### config.mk
export PLATFORM = sky130hd
export DESIGN_NAME = qrp_ctrl
export DESIGN_NICKNAME = d
export VERILOG_FILES = /design/src/rtl/qrp_pkg.sv /design/src/rtl/qrp_ontime.sv /design/src/rtl/qrp_demag.sv /design/src/rtl/qrp_period.sv /design/src/rtl/qrp_retry.sv /design/src/rtl/qrp_ctrl.sv
export SDC_FILE = /design/constraint.sdc
export NUM_CORES = 1
export LEC_CHECK = 0
export ABC_AREA = 1
export BUFFER_PORTS_ARGS = -buffer_cell sky130_fd_sc_hd__buf_2
export CAP_MARGIN = 10
export CORE_ASPECT_RATIO = 0.7
export CORE_UTILIZATION = 45
export DETAILED_ROUTE_END_ITERATION = 10
export PLACE_DENSITY_LB_ADDON = 0.3
export SETUP_SLACK_MARGIN = 0.05
export SLEW_MARGIN = 20
export SYNTH_ARGS = -nofsm -noshare
export SYNTH_HDL_FRONTEND = slang
export SYNTH_SLANG_ARGS = --single-unit
### constraint.sdc
create_clock -name clk -period 23.2 [get_ports clk]
set_input_delay 6.96 -clock clk [delete_from_list [all_inputs] [get_ports clk]]
set_output_delay 6.96 -clock clk [all_outputs]
set_load 0.005 [all_outputs]
### src/rtl/qrp_pkg.sv
package qrp_pkg;
  typedef enum logic [1:0] {
    ST_OFF   = 2'd0,
    ST_ON    = 2'd1,
    ST_FAULT = 2'd2
  } qrp_state_e;
endpackage

### src/rtl/qrp_ontime.sv
module qrp_ontime #(
  parameter int LEB_CYC     = 28,
  parameter int TON_MIN_CYC = 28,
  parameter int TON_MAX_CYC = 440,
  parameter int TW          = 17
) (
  input  logic          clk,
  input  logic          rst,
  input  logic          arm,
  input  logic          on_active,
  input  logic [TW-1:0] tcnt,
  input  logic          cmp_peak,
  input  logic          cmp_ocp,
  input  logic          cmp_min,
  output logic          end_on,
  output logic          ocp_trip,
  output logic          olp_trip
);
  logic peak_seen_q, min_seen_q;
  logic past_blank, peak_now, min_now, min_ok, max_hit;

  always_comb begin
    past_blank = on_active && (tcnt >= TW'(LEB_CYC));
    peak_now   = peak_seen_q || (past_blank && cmp_peak);
    min_now    = min_seen_q || (past_blank && cmp_min);
    min_ok     = tcnt >= TW'(TON_MIN_CYC - 1);
    max_hit    = tcnt >= TW'(TON_MAX_CYC - 1);
    end_on     = on_active && ((peak_now && min_ok) || max_hit);
    ocp_trip   = past_blank && cmp_ocp;
    olp_trip   = end_on && !min_now;
  end

  always_ff @(posedge clk) begin
    if (rst || arm) begin
      peak_seen_q <= 1'b0;
      min_seen_q  <= 1'b0;
    end else if (past_blank) begin
      peak_seen_q <= peak_seen_q | cmp_peak;
      min_seen_q  <= min_seen_q | cmp_min;
    end
  end

  // the on phase never ends inside the blanking window
  assert_no_end_in_blank_R2: assert property (@(posedge clk) disable iff (rst)
    (on_active && tcnt < TW'(LEB_CYC) && tcnt < TW'(TON_MAX_CYC - 1)) |-> !end_on);
endmodule

### src/rtl/qrp_demag.sv
module qrp_demag #(
  parameter int ZCD_BLANK_CYC = 100,
  parameter int CAP_CYC       = 80000,
  parameter int TW            = 17
) (
  input  logic          clk,
  input  logic          rst,
  input  logic          arm_off,
  input  logic          clr,
  input  logic          off_active,
  input  logic          zcd_in,
  input  logic          ovp_in,
  output logic          zcd_seen,
  output logic [TW-1:0] t2,
  output logic          ovp_trip
);
  logic [TW-1:0] dcnt_q, t2_q;
  logic          seen_q, zvalid;

  always_comb begin
    zvalid   = off_active && (dcnt_q >= TW'(ZCD_BLANK_CYC));
    ovp_trip = zvalid && ovp_in;
    zcd_seen = seen_q;
    t2       = t2_q;
  end

  always_ff @(posedge clk) begin
    if (rst) begin
      dcnt_q <= TW'(CAP_CYC);
      seen_q <= 1'b0;
      t2_q   <= '0;
    end else if (clr) begin
      dcnt_q <= TW'(CAP_CYC);
      seen_q <= 1'b0;
    end else if (arm_off) begin
      dcnt_q <= '0;
      seen_q <= 1'b0;
    end else begin
      if (off_active && dcnt_q != TW'(CAP_CYC)) dcnt_q <= dcnt_q + TW'(1);
      if (zvalid && zcd_in && !seen_q) begin
        seen_q <= 1'b1;
        t2_q   <= dcnt_q;
      end
    end
  end

  assert_t2_floor_R4: assert property (@(posedge clk) disable iff (rst)
    zcd_seen |-> (t2 >= TW'(ZCD_BLANK_CYC)));
endmodule

### src/rtl/qrp_period.sv
module qrp_period #(
  parameter int PER_MIN_CYC = 250,
  parameter int PER_MAX_CYC = 80000,
  parameter int TW          = 17,
  parameter int GAIN_W      = 8,
  parameter int GAIN_FRAC   = 4,
  parameter int DIM_W       = 9,
  parameter int DIM_FRAC    = 8
) (
  input  logic              clk,
  input  logic              rst,
  input  logic              restart,
  input  logic              preload,
  input  logic              zcd_seen,
  input  logic [TW-1:0]     t2,
  input  logic [GAIN_W-1:0] gain_code,
  input  logic [DIM_W-1:0]  dim_code,
  output logic [TW-1:0]     tcnt,
  output logic              on_ok
);
  localparam int PW = TW + GAIN_W + DIM_W + GAIN_FRAC + DIM_FRAC + 1;
  localparam logic [DIM_W-1:0] DIM_ONE = DIM_W'(1) << DIM_FRAC;

  logic [TW-1:0]    tcnt_q;
  logic [DIM_W-1:0] dim_eff;
  logic [PW-1:0]    next_p, lhs, rhs;
  logic             forced, law_met;

  always_comb begin
    dim_eff = (dim_code > DIM_ONE) ? DIM_ONE : dim_code;
    next_p  = PW'(tcnt_q) + PW'(1);
    lhs     = (next_p * PW'(dim_eff)) << GAIN_FRAC;
    rhs     = (PW'(t2) * PW'(gain_code)) << DIM_FRAC;
    forced  = tcnt_q >= TW'(PER_MAX_CYC - 1);
    law_met = zcd_seen && (next_p >= PW'(PER_MIN_CYC)) && (lhs >= rhs);
    on_ok   = (dim_code != '0) && (forced || law_met);
    tcnt    = tcnt_q;
  end

  always_ff @(posedge clk) begin
    if (rst || preload)                    tcnt_q <= TW'(PER_MAX_CYC);
    else if (restart)                      tcnt_q <= '0;
    else if (tcnt_q != TW'(PER_MAX_CYC))   tcnt_q <= tcnt_q + TW'(1);
  end
endmodule

### src/rtl/qrp_retry.sv
module qrp_retry #(
  parameter int RETRY_CYC = 50000000,
  parameter int RW        = 26
) (
  input  logic clk,
  input  logic rst,
  input  logic start,
  output logic done,
  output logic busy
);
  logic [RW-1:0] cnt_q;
  logic          run_q;

  always_comb begin
    done = run_q && (cnt_q == RW'(RETRY_CYC - 1));
    busy = run_q;
  end

  always_ff @(posedge clk) begin
    if (rst) begin
      run_q <= 1'b0;
      cnt_q <= '0;
    end else if (start) begin
      run_q <= 1'b1;
      cnt_q <= '0;
    end else if (run_q) begin
      if (done) run_q <= 1'b0;
      else      cnt_q <= cnt_q + RW'(1);
    end
  end
endmodule

### src/rtl/qrp_ctrl.sv
module qrp_ctrl
  import qrp_pkg::*;
#(
  parameter int LEB_CYC       = 28,
  parameter int TON_MIN_CYC   = 28,
  parameter int TON_MAX_CYC   = 440,
  parameter int ZCD_BLANK_CYC = 100,
  parameter int PER_MIN_CYC   = 250,
  parameter int PER_MAX_CYC   = 80000,
  parameter int RETRY_CYC     = 50000000,
  parameter int GAIN_W        = 8,
  parameter int GAIN_FRAC     = 4,
  parameter int DIM_W         = 9,
  parameter int DIM_FRAC      = 8
) (
  input  logic              clk,
  input  logic              rst,
  input  logic              sense_peak_i,
  input  logic              sense_ocp_i,
  input  logic              sense_min_i,
  input  logic              aux_ovp_i,
  input  logic              aux_zcd_i,
  input  logic [GAIN_W-1:0] gain_code_i,
  input  logic [DIM_W-1:0]  dim_code_i,
  output logic              gate_o
);
  localparam int TW = $clog2(PER_MAX_CYC + 1);
  localparam int RW = $clog2(RETRY_CYC + 1);

  qrp_state_e    state_q, state_n;
  logic          gate_q;
  logic          turn_on, turn_off, fault_go;
  logic          end_on, ocp_trip, olp_trip;
  logic          zcd_seen, ovp_trip, on_ok, retry_done, retry_busy;
  logic [TW-1:0] tcnt, t2;

  qrp_ontime #(
    .LEB_CYC(LEB_CYC), .TON_MIN_CYC(TON_MIN_CYC), .TON_MAX_CYC(TON_MAX_CYC), .TW(TW)
  ) u_ontime (
    .clk(clk), .rst(rst), .arm(turn_on), .on_active(state_q == ST_ON), .tcnt(tcnt),
    .cmp_peak(sense_peak_i), .cmp_ocp(sense_ocp_i), .cmp_min(sense_min_i),
    .end_on(end_on), .ocp_trip(ocp_trip), .olp_trip(olp_trip)
  );

  qrp_demag #(
    .ZCD_BLANK_CYC(ZCD_BLANK_CYC), .CAP_CYC(PER_MAX_CYC), .TW(TW)
  ) u_demag (
    .clk(clk), .rst(rst), .arm_off(turn_off), .clr(fault_go),
    .off_active(state_q == ST_OFF), .zcd_in(aux_zcd_i), .ovp_in(aux_ovp_i),
    .zcd_seen(zcd_seen), .t2(t2), .ovp_trip(ovp_trip)
  );

  qrp_period #(
    .PER_MIN_CYC(PER_MIN_CYC), .PER_MAX_CYC(PER_MAX_CYC), .TW(TW),
    .GAIN_W(GAIN_W), .GAIN_FRAC(GAIN_FRAC), .DIM_W(DIM_W), .DIM_FRAC(DIM_FRAC)
  ) u_period (
    .clk(clk), .rst(rst), .restart(turn_on), .preload(fault_go),
    .zcd_seen(zcd_seen), .t2(t2), .gain_code(gain_code_i), .dim_code(dim_code_i),
    .tcnt(tcnt), .on_ok(on_ok)
  );

  qrp_retry #(
    .RETRY_CYC(RETRY_CYC), .RW(RW)
  ) u_retry (
    .clk(clk), .rst(rst), .start(fault_go), .done(retry_done), .busy(retry_busy)
  );

  always_comb begin
    state_n  = state_q;
    turn_on  = 1'b0;
    turn_off = 1'b0;
    fault_go = 1'b0;
    case (state_q)
      ST_ON: begin
        if (ocp_trip) begin
          state_n  = ST_FAULT;
          fault_go = 1'b1;
        end else if (end_on) begin
          if (olp_trip) begin
            state_n  = ST_FAULT;
            fault_go = 1'b1;
          end else begin
            state_n  = ST_OFF;
            turn_off = 1'b1;
          end
        end
      end
      ST_OFF: begin
        if (ovp_trip) begin
          state_n  = ST_FAULT;
          fault_go = 1'b1;
        end else if (on_ok) begin
          state_n = ST_ON;
          turn_on = 1'b1;
        end
      end
      ST_FAULT: if (retry_done) state_n = ST_OFF;
      default:  state_n = ST_OFF;
    endcase
  end

  always_ff @(posedge clk) begin
    if (rst) begin
      state_q <= ST_OFF;
      gate_q  <= 1'b0;
    end else begin
      state_q <= state_n;
      gate_q  <= (state_n == ST_ON);
    end
  end

  assign gate_o = gate_q;

  assert_on_time_max_R2: assert property (@(posedge clk) disable iff (rst)
    (state_q == ST_ON) |-> (tcnt <= TW'(TON_MAX_CYC - 1)));

  assert_on_time_min_R2: assert property (@(posedge clk) disable iff (rst)
    (state_q == ST_OFF && $past(state_q) == ST_ON) |-> ($past(tcnt) >= TW'(TON_MIN_CYC - 1)));

  assert_period_floor_R3: assert property (@(posedge clk) disable iff (rst)
    (state_q == ST_ON && $past(state_q) == ST_OFF && $past(tcnt) != TW'(PER_MAX_CYC))
      |-> ($past(tcnt) >= TW'(PER_MIN_CYC - 1)));

  assert_dim_zero_holds_R9: assert property (@(posedge clk) disable iff (rst)
    (state_q == ST_ON && $past(state_q) == ST_OFF) |-> ($past(dim_code_i) != '0));

  assert_fault_timer_R6: assert property (@(posedge clk) disable iff (rst)
    (state_q == ST_FAULT) == retry_busy);
endmodule

==> results of run 1 <==
==> cell usage in the layout, fill, tap and decap left out, types with 3 or more instances in the layout <==
master,count
nor4_1,15
nand3_2,4
a31oi_1,6
a21oi_1,75
buf_2,24
inv_2,5
nand2_1,508
a21o_1,5
nand2_2,12
fa_1,203
clkbuf_16,9
ha_1,127
clkinv_1,4
dfxtp_1,84
xor2_1,49
nor2_1,258
nor2_4,13
o211ai_1,5
inv_1,418
o21ai_0,47
nand3b_1,4
or2_2,3
o21a_1,3
nor3_1,23
nand3_1,62
nand2_4,6
nand4_1,27
nor2_2,16
xnor2_1,26
==> stage by stage <==
step	std cells	power, mW	setup slack (ps)	hold slack, ps	instance area, µm²
floorplan	2092	1.144	10120	440.9	14850
global placement	2481	1.404	8966	453.1	15230
detailed placement	2481	1.425	8753	463.0	15240
CTS	2497	1.597	9096	473.7	15570
global route	2497	1.795	8216	497.8	15570
finish	2497	1.596	8951	470.1	15570
==> worst min path at each step <==
stage / endpoint / slack (ps) / from
floorplan: u_retry.cnt_q[25] / 440 / u_retry.cnt_q[25]
global placement: u_retry.cnt_q[25] / 450 / u_retry.cnt_q[25]
detailed placement: u_retry.cnt_q[25] / 460 / u_retry.cnt_q[25]
CTS: u_retry.cnt_q[25] / 470 / u_retry.cnt_q[25]
global route: u_retry.cnt_q[25] / 500 / u_retry.cnt_q[25]
finish: u_retry.cnt_q[25] / 470 / u_retry.cnt_q[25]
==> sequential cells by signal, indices dropped and copies added, names as in the netlist, 2 cells and up <==
signal          flops
state_q             2
u_demag.dcnt_q     17
u_demag.t2         17
u_period.tcnt      17
u_retry.cnt_q      26
==> critical path, delay by kind of cell <==
kind / cells / cell delay (ps)
compound gates: 3 / 1010
xor+xnor: 1 / 70
fa+ha+maj: 6 / 2390
buf+inv: 6 / 1170
simple gates: 20 / 2860
==> area by class of cell <==
type | instances | share of cell area [%]
clock buffer | 10 | 1.534
clock inverter | 6 | 0.6025
inverter | 429 | 10.39
multi-input combinational | 1516 | 72.43
sequential | 84 | 10.80
tap | 427 | 3.430
timing repair buffer | 25 | 0.8194
==> routing by layer <==
layer / share of wire, % / up-vias / wire [µm] / track usage [%]
li1: - / 6241 / - / -
met1: 51 / 6083 / 19320 / 36.93
met2: 41 / 392 / 15430 / 34.27
met3: 7.2 / 27 / 2706 / 3.956
met4: 0.87 / 0 / 327 / 3.505
met5: 0 / - / 0 / 0
==> kinds of logic after synthesis <==
logic type,after synthesis
and+or+nand+nor,958
buffers and inverters,492
adders and majority gates,330
AOI/OAI and AO/OA,152
DFF,84
xor gates and xnor gates,76
==> power by group through the flow <==
| stage | combinational, mW | clock [mW] | sequential, mW |
|---|---|---|---|
| CTS | 1.21 | 0.164 | 0.220 |
| global placement | 1.18 | 0 | 0.223 |
| detailed placement | 1.20 | 0 | 0.223 |
| floorplan | 0.964 | 0 | 0.180 |
| global route | 1.40 | 0.169 | 0.226 |
| finish | 1.21 | 0.161 | 0.221 |
==> impl_metrics.tcl, run 1 <==
set metrics [dict create \
    status "completed" \
    syn_area_mm2 0.01485 \
    io_pins 25 \
    drv_cap 0 \
    clk_path_buf_depth 2 \
    endpoint "u_period.tcnt[1]" \
    start_util_pct 45.80 \
    portBuffers 24 \
    dieArea_mm2 0.03373 \
    muxShareOfSynthArea_pct 0 \
    pwr_density_cell_mw_per_mm2 102.4 \
    worst-setup-path-type "primary input to flip-flop" \
    clkLatencyLatePin_ps 350 \
    drt_iter0_markers 1063 \
    die_w_um 219.1 \
    fin_nets 2419 \
    drc_errors 0 \
    synth-adder-area-share_pct 38.08 \
    synth_flop_cell "dfxtp_1" \
    root_buffer "clkbuf_16" \
    slowest_delay_ps 530 \
    h-tree-depth 3 \
    fillCellCount 3249 \
    grt_max_degree 35 \
    yosysMostFrequentCell "nand2_1" \
    crit_slowest_cell "nor2_1" \
    grt_usage_pct 23.63 \
    synth_edf_count 0 \
    synth_compound_area_share_pct 5.630 \
    async_flop_share_pct 0 \
    hold_viol 0 \
    slew_headroom_pct 41.54 \
    yosys_warnings 0 \
    startpoint "dim_code_i[8]" \
    fin_crit_sh_pct 61.42 \
    tightest_slew_ps 874.8 \
    cts_hold_buf 0 \
    worstHoldPathType "flip-flop to flip-flop" \
    yosysUniqueCellTypes 47 \
    netlist.top_cell.by_area "fa_1" \
    leakage_nw 8.390 \
    n_antenna_cell 0 \
    whs_path_depth 2 \
    clk_pin_slew_worst_paths_ps 70 \
    synth.area.top_cells "fa_1 (27%), nand2_1 (13%), dfxtp_1 (11%), ha_1 (11%), inv_1 (11%)" \
    post-cts-setup-buffers 0 \
    vias_per_cell 5.103 \
    grt_pass1_vias 12630 \
    cts_tree "built" \
    die_y_um 154.0 \
    antenna_left 0 \
    numClockSinks 84 \
    first_pass_iters 6 \
    switching_power_mw 0.8813 \
    hpwl_um 31600 \
    synth.avg_cell_area_um2 7.096 \
    syn_inst 2092 \
    drive_above_1_share_pct 5.169 \
    wl_per_cell_um 15.13 \
    synth_top_area_share_pct 27.37 \
    cp_max_fo 15 \
    grt_pass1_wl_um 64030 \
    antenna_found_initial 0 \
    ys_seq_area_share_pct 11.33 \
    r2r_setup_slack_ps 15290 \
    layout_min_cycle_time_ps 14250 \
    start_kind "primary input" \
    synth_common_cells "nand2_1 (508), inv_1 (418), nor2_1 (258), fa_1 (203), ha_1 (127)" \
    tns_ps 0 \
    rows 55 \
    fmax_mhz 70.18 \
    required_ps 23420 \
    synthSimpleGateAreaFrac_pct 27.75 \
    internal-power_mw 0.7143 \
    combinationalPowerShare_pct 76.1 \
    rsz0062_at_grt "false" \
    grt_overflow 0 \
    synth_top_family_by_area "adder cells" \
    routed_wl_um 37780 \
    regArea_mm2 0.001682 \
    syn_to_final_growth_pct 4.913 \
    core_region_area_mm2 0.03241 \
    cts_buffers 9 \
    endpoint_kind "flip-flop" \
    vias 12740 \
    gp_congestion 0.9516 \
    multi_input_area_mm2 0.01128 \
    synthXorXnorAreaFrac_pct 4.484 \
    p_sw_share_pct 55.23 \
    setup_viol 0 \
    timing.rr.end "u_period.tcnt[1]" \
    reg2reg_depth 34 \
    p_clk_share_pct 10.1 \
    cts.repair.resized 0 \
    arrival_ps 14470 \
    synthesis.nets 2446 \
    fin_util_pct 48.05 \
    seq_power_share_pct 13.9 \
    ys_ff_latch 84 \
    slew_violations 0 \
    fin_worst_skew_ps 13.54 \
    crit_top_cell "nand2_1" \
    rr_startpoint "u_period.tcnt[0]" \
    worst_ir_drop_vdd_mv 0.06116 \
]
Note: power is estimated with default switching activity, not from simulation.
==> inputs of run 2 (changes only) <==
ABC_AREA = 0   (was 1)
clock period = 14.5 ns   (was 23.2 ns; I/O delays follow)
==> run 2 against run 1 <==
  * Critical path depth fell by 9
  * Clock-buffer cell count fell by 1
  * Hold slack improved by 14 ps
  * Total power fell by 3.5%
  * Sequential power rose by 33%
  * Clock skew fell by 3.5 ps
==> impl_metrics.tcl, run 2 <==
set metrics [dict create \
    status "completed" \
    hold_viol 0 \
    finalWorstSetupSlack_ps 2632 \
    ys_seq_area_share_pct 12.24 \
    fin_nets 1945 \
    core_region_area_mm2 0.03004 \
    regArea_mm2 0.001682 \
    cts_buffers 9 \
    hpwl_um 26610 \
    slew_violations 0 \
    grt_pass1_vias 10780 \
    synth_edf_count 0 \
    root_buffer "clkbuf_16" \
    syn_to_final_growth_pct 5.053 \
    portBuffers 24 \
    leakage_nw 7.009 \
    regMostFlops "u_retry.cnt_q" \
    fin_worst_skew_ps 10.03 \
    tightest_slew_ps 992.0 \
    layout_min_cycle_time_ps 11870 \
    first_pass_iters 5 \
    antenna_found_initial 1 \
    slowest_delay_ps 670 \
    drive_above_1_share_pct 4.201 \
    yosysUniqueCellTypes 71 \
    multi_input_area_mm2 0.01096 \
    synth_common_cells "inv_1 (218), fa_1 (203), nor2_1 (176), nand2_1 (171), ha_1 (127)" \
    vias 10630 \
    synth.area.top_cells "fa_1 (30%), dfxtp_1 (12%), ha_1 (12%), inv_1 (6.0%), nor2_1 (4.8%)" \
    required_ps 14680 \
    antenna_left 0 \
    routed_wl_um 31900 \
    holdWs_ps 484.1 \
    numClockSinks 84 \
    syn_area_mm2 0.01374 \
    fmax_mhz 84.26 \
    die_y_um 148.2 \
    final_common_cell "inv_1" \
    fin_crit_sh_pct 81.85 \
    layout.cells.most_common_list "inv_1 (218), fa_1 (203), nor2_1 (176)" \
    synthesis.nets 1971 \
    tns_ps 0 \
    slew_headroom_pct 33.82 \
    start_kind "primary input" \
    start_util_pct 45.75 \
    endpoint_kind "flip-flop" \
    drv_cap 0 \
    worst_ir_drop_vdd_mv 0.07239 \
    dp_worst_setup_slack_ps 2341 \
    dieArea_mm2 0.03125 \
    crit_slowest_cell "nor2b_1" \
    netlist.top_cell.by_area "fa_1" \
    synth_flop_cell "dfxtp_1" \
    async_flop_share_pct 0 \
    grt_usage_pct 21.70 \
    rsz0062_at_grt "false" \
    synth.avg_cell_area_um2 8.498 \
    syn_inst 1617 \
    ys_ff_latch 84 \
    cp_max_fo 35 \
    cts_hold_buf 0 \
    gp_congestion 0.9543 \
    worst-setup-path-type "primary input to flip-flop" \
    clkLatencyLatePin_ps 340 \
    grt_overflow 0 \
    setup_viol 0 \
    arrival_ps 12050 \
    clk_pin_slew_worst_paths_ps 60 \
    largest_register_ffs 26 \
    vias_per_cell 5.292 \
    clk_path_buf_depth 2 \
    drt_iter0_markers 669 \
    fillCellCount 2919 \
    crit_top_cell "fa_1" \
    h-tree-depth 3 \
    synth_top_area_share_pct 29.57 \
    cts_tree "built" \
    grt_pass1_wl_um 54390 \
    io_pins 25 \
    pwr_density_cell_mw_per_mm2 106.7 \
    worstHoldPathType "flip-flop to flip-flop" \
    rows 53 \
    cts.repair.resized 0 \
    wl_per_cell_um 15.88 \
    post-cts-setup-buffers 0 \
    yosysMostFrequentCell "inv_1" \
    die_w_um 210.9 \
    drc_errors 0 \
    grt_max_degree 39 \
    yosys_warnings 0 \
]
## run 2: cell types whose count changed in the layout (fill, tap and decap cells not counted), sizes merged, moves of 19 or more
cell,delta
nor2b,+22
mux2i,+19
inv,-208
a21oi,-21
nand3,-31
and2,+80
nor2,-112
nand2,-354
nand2b,+24
a21o,+21
## run 2: final timing paths
kind                                        start                 to  slack (ps)  cells after the start
worst min register to register  u_retry.cnt_q[22]  u_retry.cnt_q[22]         480                      2
worst max-delay path                dim_code_i[8]  u_period.tcnt[12]        2630                     27
worst min-delay path            u_retry.cnt_q[22]  u_retry.cnt_q[22]         480                      2
worst max register to register   u_period.tcnt[0]  u_period.tcnt[12]        4960                     30
## run 2: logic make-up (layout without fill, tap and decap cells)
| family | count (synthesis) | after routing | share of synthesized area [%] |
|---|---|---|---|
| buf+inv | 284 | 262 | 8.149 |
| mux | 19 | 19 | 1.384 |
| compound gates | 178 | 178 | 8.386 |
| xor+xnor | 104 | 104 | 6.628 |
| other cells | 0 | 1 | 0 |
| fa+ha+maj | 330 | 330 | 41.14 |
| simple gates | 618 | 618 | 22.08 |
| flops | 84 | 84 | 12.24 |
## run 2: area by class of cell
cell class,count,area share (%)
antenna,1,0.01733
clock inverter,6,0.5547
multi-input combinational,1249,75.89
tap,412,3.571
inverter,218,5.668
sequential,84,11.65
timing repair buffer,29,1.092
clock buffer,9,1.560
## run 2: report_power, final
part	leakage, nW	switching, mW	internal (mW)
Clock	0.155	0.0891	0.149
Combinational	6.17	0.590	0.419
Sequential	0.680	0.0414	0.251
## run 2: metal layers
metal,up-vias,global-route usage (%),part of all wire [%]
li1,5113,-,-
met1,5243,31.84,50
met2,237,33.70,43
met3,33,3.758,6.4
met4,0,4.022,1.0
met5,-,0,0
## run 2: stage by stage
stage / instance area (µm²) / utilization (%) / power (mW) / cells
5_1_grt: 14430 / 48.05 / 1.703 / 2007
6_report: 14440 / 48.06 / 1.540 / 2008
2_1_floorplan: 13740 / - / 1.093 / 1617
3_5_place_dp: 14110 / 46.98 / 1.301 / 1992
4_1_cts: 14420 / 48.00 / 1.545 / 2007
3_3_place_gp: 14110 / 46.98 / 1.283 / 1992
## run 2: critical path: cells and delay by family
kind            cells  cell delay [ps]
compound gates      8             1740
fa+ha+maj           6             2610
buf+inv             4              420
simple gates        9             2910
